==> src/rtl/wg_pkg.sv <==
package wg_pkg;

    typedef enum logic [2:0] {
        GS_OFF     = 3'd0,
        GS_HOLD    = 3'd1,
        GS_REARM   = 3'd2,
        GS_IDLE    = 3'd3,
        GS_FILTER  = 3'd4,
        GS_FIRE    = 3'd5,
        GS_RELEASE = 3'd6
    } wg_state_e;

endpackage

==> src/rtl/wg_holdoff_timer.sv <==
module wg_holdoff_timer #(
    parameter int HOLD_CYC = 250000
) (
    input  logic clk,
    input  logic rst_n,
    input  logic pwr_good,
    output logic hold_done
);
    localparam int HW = $clog2(HOLD_CYC + 1);
    localparam logic [HW-1:0] HOLD_LAST = HW'(HOLD_CYC);

    logic [HW-1:0] hold_cnt;

    // Counts edges with the supply good; any low sample restarts from zero.
    always_ff @(posedge clk or negedge rst_n) begin
        if (!rst_n) begin
            hold_cnt <= '0;
        end else if (!pwr_good) begin
            hold_cnt <= '0;
        end else if (hold_cnt != HOLD_LAST) begin
            hold_cnt <= hold_cnt + 1'b1;
        end
    end

    always_comb hold_done = (hold_cnt == HOLD_LAST);

endmodule

==> src/rtl/wg_strobe_qual.sv <==
module wg_strobe_qual (
    input  logic chip_sel_n,
    input  logic wr_en_n,
    input  logic rd_en_n,
    output logic wr_cond
);
    // Write condition: select and write strobe low, output enable high.
    always_comb wr_cond = !chip_sel_n && !wr_en_n && rd_en_n;

endmodule

==> src/rtl/wg_run_counter.sv <==
module wg_run_counter #(
    parameter int MIN_PULSE = 2
) (
    input  logic                             clk,
    input  logic                             rst_n,
    input  logic                             wr_cond,
    output logic [$clog2(MIN_PULSE+1)-1:0]   run_len
);
    localparam int RW = $clog2(MIN_PULSE + 1);
    localparam logic [RW-1:0] RUN_SAT = RW'(MIN_PULSE);

    // Consecutive active samples, saturating at MIN_PULSE.
    always_ff @(posedge clk or negedge rst_n) begin
        if (!rst_n) begin
            run_len <= '0;
        end else if (!wr_cond) begin
            run_len <= '0;
        end else if (run_len != RUN_SAT) begin
            run_len <= run_len + 1'b1;
        end
    end

endmodule

==> src/rtl/wg_guard_fsm.sv <==
module wg_guard_fsm
    import wg_pkg::*;
#(
    parameter int MIN_PULSE = 2
) (
    input  logic                             clk,
    input  logic                             rst_n,
    input  logic                             pwr_good,
    input  logic                             hold_done,
    input  logic                             wr_cond,
    input  logic [$clog2(MIN_PULSE+1)-1:0]   run_len,
    output logic                             wr_go
);
    localparam int RW = $clog2(MIN_PULSE + 1);
    localparam logic [RW-1:0] RUN_LAST = RW'(MIN_PULSE - 1);

    wg_state_e state_q, state_d;
    logic      run_complete;

    always_comb run_complete = wr_cond && (run_len == RUN_LAST);

    // State register.
    always_ff @(posedge clk or negedge rst_n) begin
        if (!rst_n) begin
            state_q <= GS_OFF;
        end else begin
            state_q <= state_d;
        end
    end

    // Next-state logic.
    always_comb begin
        state_d = state_q;
        if (!pwr_good) begin
            state_d = GS_OFF;
        end else begin
            unique case (state_q)
                GS_OFF:     state_d = GS_HOLD;
                GS_HOLD:    if (hold_done) state_d = wr_cond ? GS_REARM : GS_IDLE;
                GS_REARM:   if (!wr_cond) state_d = GS_IDLE;
                GS_IDLE: begin
                    if (run_complete)      state_d = GS_FIRE;
                    else if (wr_cond)      state_d = GS_FILTER;
                end
                GS_FILTER: begin
                    if (!wr_cond)          state_d = GS_IDLE;
                    else if (run_complete) state_d = GS_FIRE;
                end
                GS_FIRE:    state_d = wr_cond ? GS_RELEASE : GS_IDLE;
                GS_RELEASE: if (!wr_cond) state_d = GS_IDLE;
                default:    state_d = GS_OFF;
            endcase
        end
    end

    // Output decode.
    always_comb begin
        wr_go = 1'b0;
        unique case (state_q)
            GS_FIRE: wr_go = 1'b1;
            default: wr_go = 1'b0;
        endcase
    end

endmodule

==> src/rtl/wr_guard.sv <==
module wr_guard #(
    parameter int HOLD_CYC  = 250000,
    parameter int MIN_PULSE = 2
) (
    input  logic clk,
    input  logic rst_n,
    input  logic pwr_good,
    input  logic chip_sel_n,
    input  logic wr_en_n,
    input  logic rd_en_n,
    output logic wr_go
);
    localparam int RW = $clog2(MIN_PULSE + 1);

    logic          hold_done;
    logic          wr_cond;
    logic [RW-1:0] run_len;

    wg_holdoff_timer #(.HOLD_CYC(HOLD_CYC)) u_hold (
        .clk       (clk),
        .rst_n     (rst_n),
        .pwr_good  (pwr_good),
        .hold_done (hold_done)
    );

    wg_strobe_qual u_qual (
        .chip_sel_n (chip_sel_n),
        .wr_en_n    (wr_en_n),
        .rd_en_n    (rd_en_n),
        .wr_cond    (wr_cond)
    );

    wg_run_counter #(.MIN_PULSE(MIN_PULSE)) u_run (
        .clk     (clk),
        .rst_n   (rst_n),
        .wr_cond (wr_cond),
        .run_len (run_len)
    );

    wg_guard_fsm #(.MIN_PULSE(MIN_PULSE)) u_fsm (
        .clk       (clk),
        .rst_n     (rst_n),
        .pwr_good  (pwr_good),
        .hold_done (hold_done),
        .wr_cond   (wr_cond),
        .run_len   (run_len),
        .wr_go     (wr_go)
    );

endmodule

==> config.mk <==
export PLATFORM = sky130hd
export DESIGN_NAME = wr_guard
export DESIGN_NICKNAME = d
export VERILOG_FILES = /design/src/rtl/wg_pkg.sv /design/src/rtl/wg_holdoff_timer.sv /design/src/rtl/wg_strobe_qual.sv /design/src/rtl/wg_run_counter.sv /design/src/rtl/wg_guard_fsm.sv /design/src/rtl/wr_guard.sv
export SDC_FILE = /design/constraint.sdc
export NUM_CORES = 1
export LEC_CHECK = 0
export BUFFER_PORTS_ARGS = -buffer_cell sky130_fd_sc_hd__clkbuf_2
export CAP_MARGIN = 20
export CORE_ASPECT_RATIO = 0.75
export CORE_MARGIN = 2
export CORE_UTILIZATION = 53
export CTS_CLUSTER_DIAMETER = 30
export CTS_CLUSTER_SIZE = 10
export DETAILED_ROUTE_END_ITERATION = 16
export PLACE_DENSITY = 0.79
export SLEW_MARGIN = 0
export SYNTH_ARGS = -nofsm -noshare
export SYNTH_HDL_FRONTEND = slang
export SYNTH_SLANG_ARGS = --single-unit
==> constraint.sdc <==
create_clock -name clk -period 1.73 [get_ports clk]
set_input_delay 0.0865 -clock clk [delete_from_list [all_inputs] [get_ports clk]]
set_output_delay 0.0865 -clock clk [all_outputs]
set_load 0.005 [all_outputs]
==> impl_metrics.env, run 1 <==
export IMPL_status="finished, violations left"
export IMPL_violations="setup timing"
export IMPL_synth_top_area_cell="dfrtp_1"
export IMPL_grt_antenna_before_repair=0
export IMPL_synth_distinct_cells=34
export IMPL_synth_flop_cell="dfrtp_1"
export IMPL_grt_setup_unrepaired="true"
export IMPL_core_area_um2=2290
export IMPL_layout_nets=189
export IMPL_vias_per_cell=5.62
export IMPL_p_int_uw=671
export IMPL_synth_warnings=0
export IMPL_startpoint_type="flop"
export IMPL_routedWlPerCell_um=14.8
export IMPL_hpwl_um=2050
export IMPL_routed_wl_um=3130
export IMPL_postLayoutCellArea_um2=1680
export IMPL_grt_max_degree=24
export IMPL_synth_top_area_frac=0.451
export IMPL_layout_common_cells="buf_4, dfrtp_1, nor2_1"
export IMPL_clkPwrFrac=0.282
export IMPL_cap_violations=0
export IMPL_min_path_type="in -> reg"
export IMPL_crit_fanout=5
export IMPL_crit_arrival_ps=2120
export IMPL_yosysSeqAreaShare=0.451
export IMPL_fin_skew_ps=10.3
export IMPL_synthesis_nets=149
export IMPL_pwr_share_comb=0.098
export IMPL_finalHoldViolCount=0
export IMPL_final_common_cell="buf_4"
export IMPL_cts_root_buf="clkbuf_4"
export IMPL_use_met3=0.0646
export IMPL_syn_area_um2=1280
export IMPL_max_freq_mhz=536
export IMPL_leakagePower_nw=0.693
export IMPL_finalWorstSetupSlack_ps=-135
export IMPL_crit_required_ps=1990
export IMPL_antenna_left=0
export IMPL_port_buffers=6
export IMPL_antenna_cells=0
export IMPL_rows=15
export IMPL_cts_buffers=3
export IMPL_grt_overflow_total=0
export IMPL_grt_pass1_wl_um=4950
export IMPL_seqPwrFrac=0.620
export IMPL_setup_violations=10
export IMPL_clk_pin_slew_ps=130
export IMPL_ys_ff_latch=23
export IMPL_regArea_um2=577
export IMPL_met2_usage=0.398
export IMPL_gp_congestion=0.935
export IMPL_numClockSinks=23
export IMPL_start_util=0.558
export IMPL_dr_pass1_iters=4
export IMPL_htreeDepth=1
export IMPL_syn_avg_cell_area_um2=9.19
export IMPL_drv_slew=0
export IMPL_power_switching_uw=224
export IMPL_post_route_drc_count=0
export IMPL_busiest_layer="met2"
export IMPL_io_pins=7
export IMPL_p_per_area_nw_per_um2=534
export IMPL_cts_buffer_depth=2
export IMPL_cts_tree="done"
export IMPL_r2r_slack_ps=-130
export IMPL_clk_insertion_delay_late_ps=320
export IMPL_grt_usage=0.244
export IMPL_multi_input_area_um2=722
export IMPL_drive_gt1_frac=0.348
export IMPL_syn2layout_area_growth_pct=31.3
export IMPL_synth_edf_count=0
export IMPL_fp_dieArea_um2=2820
export IMPL_grt_pass1_vias=1105
export IMPL_finalCritPeriodShare=1.08
export IMPL_synthArstFlopShare=1.00
export IMPL_fin_tns_setup_ps=-670
export IMPL_die_x_um=60.7
export IMPL_period_minus_slack_ps=1860
export IMPL_drt_initial_drc_count=32
export IMPL_sw_frac_of_total=0.250
export IMPL_vdd_drop_max_v=0.000423
export IMPL_relSlewSlack=0.522
export IMPL_worst_pin_slew_ps=716
export IMPL_vias=1192
export IMPL_postPlaceCellArea_um2=1520
export IMPL_fill_cells=168
export IMPL_ys_top_cells_by_area="dfrtp_1, a21oi_1, xnor2_1"
export IMPL_cp_end_kind="flop"
export IMPL_synthCells=139
export IMPL_grt_use_met1=0.307
export IMPL_die_h_um=46.5
export IMPL_crit_type="reg -> reg"
==> synthesized netlist by cell type, drive strengths merged (2+ instances only) <==
cell type	n
or3	5
dfrtp	23
ha	4
xnor2	6
nor3	7
nand3	9
nor2b	3
o21ai	8
a21oi	11
nor4	4
nor2	12
nand2	9
inv	8
xor2	4
or4	5
clkbuf	3
nand4	2
o31ai	2
==> power groups by stage <==
| stage | clock network [mW] | logic (mW) | registers [mW] |
|---|---|---|---|
| CTS | 0.259 | 0.0806 | 0.555 |
| global route | 0.283 | 0.0956 | 0.557 |
| detailed placement | 0 | 0.0677 | 0.565 |
| global placement | 0 | 0.0647 | 0.565 |
| finish | 0.253 | 0.0876 | 0.555 |
| floorplan | 0 | 0.0313 | 0.565 |
==> per-stage QoR <==
step | utilization | hold WS (ps) | std cells | setup slack [ps] | total power [mW]
final | 0.733 | 80.5 | 212 | -135 | 0.895
after global routing | 0.733 | 82.3 | 212 | -191 | 0.936
after CTS | 0.713 | 72.9 | 210 | -112 | 0.895
after detailed placement | 0.664 | 104 | 198 | -107 | 0.633
after global placement | 0.664 | 105 | 198 | -31.6 | 0.630
after floorplan | - | -209 | 139 | -41.8 | 0.597
==> cells by family (layout without fill, tap and decap cells) <==
logic type,count (synthesis),count (layout),share of synthesized area
buf+inv,11,50,0.0323
fa+ha+maj,4,4,0.0392
compound gates,26,26,0.118
xor+xnor,10,10,0.0686
simple gates,65,65,0.292
flops,23,23,0.451
==> critical path, stage by stage, from the launching register on <==
cell and delay (ps):
dfrtp_1 420, ha_2 200, nand2_2 60, or4_4 460
or4_4 520, a21oi_2 130
==> final timing paths <==
check | startpoint | end | depth (start not counted)
max | u_hold.hold_cnt[1]$_DFFE_PN0P_ | u_hold.hold_cnt[16]$_DFFE_PN0P_ | 5
min | wr_en_n | u_run.run_len[0]$_DFFE_PN0P_ | 3
max reg2reg | u_hold.hold_cnt[1]$_DFFE_PN0P_ | u_hold.hold_cnt[16]$_DFFE_PN0P_ | 5
min reg2reg | u_run.run_len[1]$_DFFE_PN0P_ | u_run.run_len[1]$_DFFE_PN0P_ | 2
max in group asynchronous | rst_n | u_hold.hold_cnt[2]$_DFFE_PN0P_ | 2
min in group asynchronous | rst_n | u_hold.hold_cnt[16]$_DFFE_PN0P_ | 2
==> state kept, by name (all words and copies together), names as in the netlist <==
signal           cells
u_run.run_len        2
u_hold.hold_cnt     18
u_fsm.state_q        3
==> final cells by class <==
cell class / count / share of cell area
well taps: 34 / 0.0254
clock inverters: 1 / 0.00298
inverters: 8 / 0.0179
multi-input cells: 105 / 0.430
flip-flops and latches: 23 / 0.344
clock buffers: 3 / 0.0134
repair buffers: 38 / 0.166
==> layer usage <==
| layer | up-vias | routed length, um |
|---|---|---|
| li1 | 576 | - |
| met1 | 575 | 1380 |
| met2 | 26 | 1490 |
| met3 | 15 | 110 |
| met4 | 0 | 142 |
| met5 | - | 0 |
==> timing repair <==
item / 4_1_cts / 5_1_grt
resized for setup: 6 / 10
pin swaps: 7 / 6
setup endpoints to repair: 10 / 12
hold buffers: 2 / 0
endpoints found under the hold margin: 24 / 0
buffers inserted: 6 / 2
(Power assumes the default switching activity.)
==> run 2, diff against run 1 <==
Clock period 1.73 ns to 1.7 ns, I/O delays scaled along.
==> run 2 against run 1 <==
Effect of this change: the flow still finishes with violations (setup timing); first-iteration DRC count increased by 25%; maximum frequency decreased by 1.7%; total power increased by 2.2%; clock power increased by 6%; clock-buffer cell count unchanged; final cell count decreased by 3.8%; highest routed layer unchanged; sequential power increased by 2%.
==> impl_metrics.env, run 2 (synthesis results as in run 1) <==
export IMPL_final_common_cell="dfrtp_1"
export IMPL_cts_buffers=3
export IMPL_syn2layout_area_growth_pct=27.0
export IMPL_post_route_drc_count=0
export IMPL_leakagePower_nw=0.660
export IMPL_die_x_um=60.7
export IMPL_startpoint_type="flop"
export IMPL_cts_tree="done"
export IMPL_gp_congestion=0.864
export IMPL_routed_wl_um=2860
export IMPL_vias_per_cell=5.59
export IMPL_antenna_left=0
export IMPL_drv_slew=0
export IMPL_grt_max_degree=24
export IMPL_grt_use_met1=0.308
export IMPL_instances_no_fill=204
export IMPL_setup_violations=11
export IMPL_status="finished, violations left"
export IMPL_grt_antenna_before_repair=0
export IMPL_rows=15
export IMPL_port_buffers=6
export IMPL_max_stage_delay_ps=530
export IMPL_use_met3=0.0590
export IMPL_clk_insertion_delay_late_ps=330
export IMPL_postLayoutCellArea_um2=1620
export IMPL_min_path_type="in -> reg"
export IMPL_grt_pass1_vias=982
export IMPL_fill_cells=166
export IMPL_core_area_um2=2290
export IMPL_vdd_drop_max_v=0.000482
export IMPL_finalPower_uw=915
export IMPL_clk_pin_slew_ps=140
export IMPL_vias=1141
export IMPL_grt_pass1_wl_um=4460
export IMPL_critPathSlowestCell="or4b_4"
export IMPL_finalHoldViolCount=0
export IMPL_antenna_cells=0
export IMPL_fin_skew_ps=14.4
export IMPL_numClockSinks=23
export IMPL_drt_initial_drc_count=40
export IMPL_busiest_layer="met2"
export IMPL_finalCritPeriodShare=1.12
export IMPL_dp_cells=193
export IMPL_layout_nets=181
export IMPL_fp_dieArea_um2=2820
export IMPL_whs_ps=115
export IMPL_regMostFlops="u_hold.hold_cnt"
export IMPL_htreeDepth=1
export IMPL_grt_overflow_total=0
export IMPL_cts_buffer_depth=2
export IMPL_violations="setup timing"
export IMPL_worst_pin_slew_ps=650
export IMPL_fin_tns_setup_ps=-1450
export IMPL_relSlewSlack=0.566
export IMPL_crit_required_ps=1910
export IMPL_cp_end_kind="flop"
export IMPL_die_h_um=46.5
export IMPL_io_pins=7
export IMPL_start_util=0.558
export IMPL_max_freq_mhz=527
export IMPL_hpwl_um=1980
export IMPL_grt_setup_unrepaired="true"
export IMPL_cap_violations=0
export IMPL_grt_usage=0.225
export IMPL_period_minus_slack_ps=1900
export IMPL_dr_pass1_iters=4
export IMPL_met2_usage=0.353
export IMPL_crit_type="reg -> reg"
export IMPL_top_regs="u_hold.hold_cnt: 18 flops, u_fsm.state_q: 3 flops, u_run.run_len: 2 flops"
export IMPL_postPlaceCellArea_um2=1480
export IMPL_routedWlPerCell_um=14.0
export IMPL_drive_gt1_frac=0.300
export IMPL_layout_common_cells="dfrtp_1, buf_4, nor2_1, a21oi_1"
export IMPL_path_cells="or4b_4 > or4_4 > o211ai_1 > a21oi_1"
export IMPL_finalWorstSetupSlack_ps=-197
export IMPL_crit_fanout=5
export IMPL_p_per_area_nw_per_um2=564
export IMPL_largest_reg_flops=18
export IMPL_cts_root_buf="clkbuf_4"
export IMPL_crit_arrival_ps=2100
-- run 2: report_power, final --
part | leakage, nW | switching (mW) | total, mW | internal (mW)
Sequential | 0.312 | 0.0115 | 0.568 | 0.556
Clock | 0.0177 | 0.180 | 0.269 | 0.0886
Combinational | 0.331 | 0.0443 | 0.0786 | 0.0343
-- run 2: through the flow --
step | utilization | setup slack (ps)
6_report | 0.709 | -197
5_1_grt | 0.709 | -266
4_1_cts | 0.680 | -145
3_5_place_dp | 0.648 | -128
3_3_place_gp | 0.648 | -106
2_1_floorplan | - | -71.8
-- run 2: area by class of cell --
type / instances / area [um^2] / area share
clock buffer: 3 / 22.5 / 0.0139
timing repair buffer: 30 / 223 / 0.137
clock inverter: 1 / 5.00 / 0.00308
inverter: 8 / 30.0 / 0.0185
tap: 34 / 42.5 / 0.0262
multi-input combinational: 105 / 722 / 0.445
sequential: 23 / 578 / 0.356
-- run 2: critical path: cells and delay by family (launching register included) --
| family | cells | cell delay (ps) |
|---|---|---|
| and+or+nand+nor | 2 | 1020 |
| AOI/OAI and AO/OA | 2 | 310 |
| DFF | 1 | 440 |
-- run 2: final timing paths --
path                                                startpoint                              end  slack, ps  cells after the start
max in group asynchronous                                rst_n   u_hold.hold_cnt[1]$_DFFE_PN0P_       1010                      2
worst min-delay path                                chip_sel_n     u_fsm.state_q[2]$_DFFE_PN0P_        120                      3
worst min register to register    u_fsm.state_q[2]$_DFFE_PN0P_     u_fsm.state_q[0]$_DFFE_PN0P_        560                      1
worst max register to register  u_hold.hold_cnt[5]$_DFFE_PN0P_   u_hold.hold_cnt[2]$_DFFE_PN0P_       -200                      4
min in group asynchronous                                rst_n  u_hold.hold_cnt[15]$_DFFE_PN0P_        260                      2
worst max-delay path            u_hold.hold_cnt[5]$_DFFE_PN0P_   u_hold.hold_cnt[2]$_DFFE_PN0P_       -200                      4
-- run 2: repair_timing --
item                                   in CTS  in global routing
gates resized for setup                     1                 13
setup endpoints to repair                  11                 11
endpoints found under the hold margin      24                  0
buffers inserted                            3                  2
hold buffers                                2                  0
pin swaps                                   5                  7
-- run 2: routing by layer --
metal	wire length, um	vias to the layer above
met3	97	6
met4	40	0
met2	1350	22
met1	1380	553
met5	0	-
li1	-	560
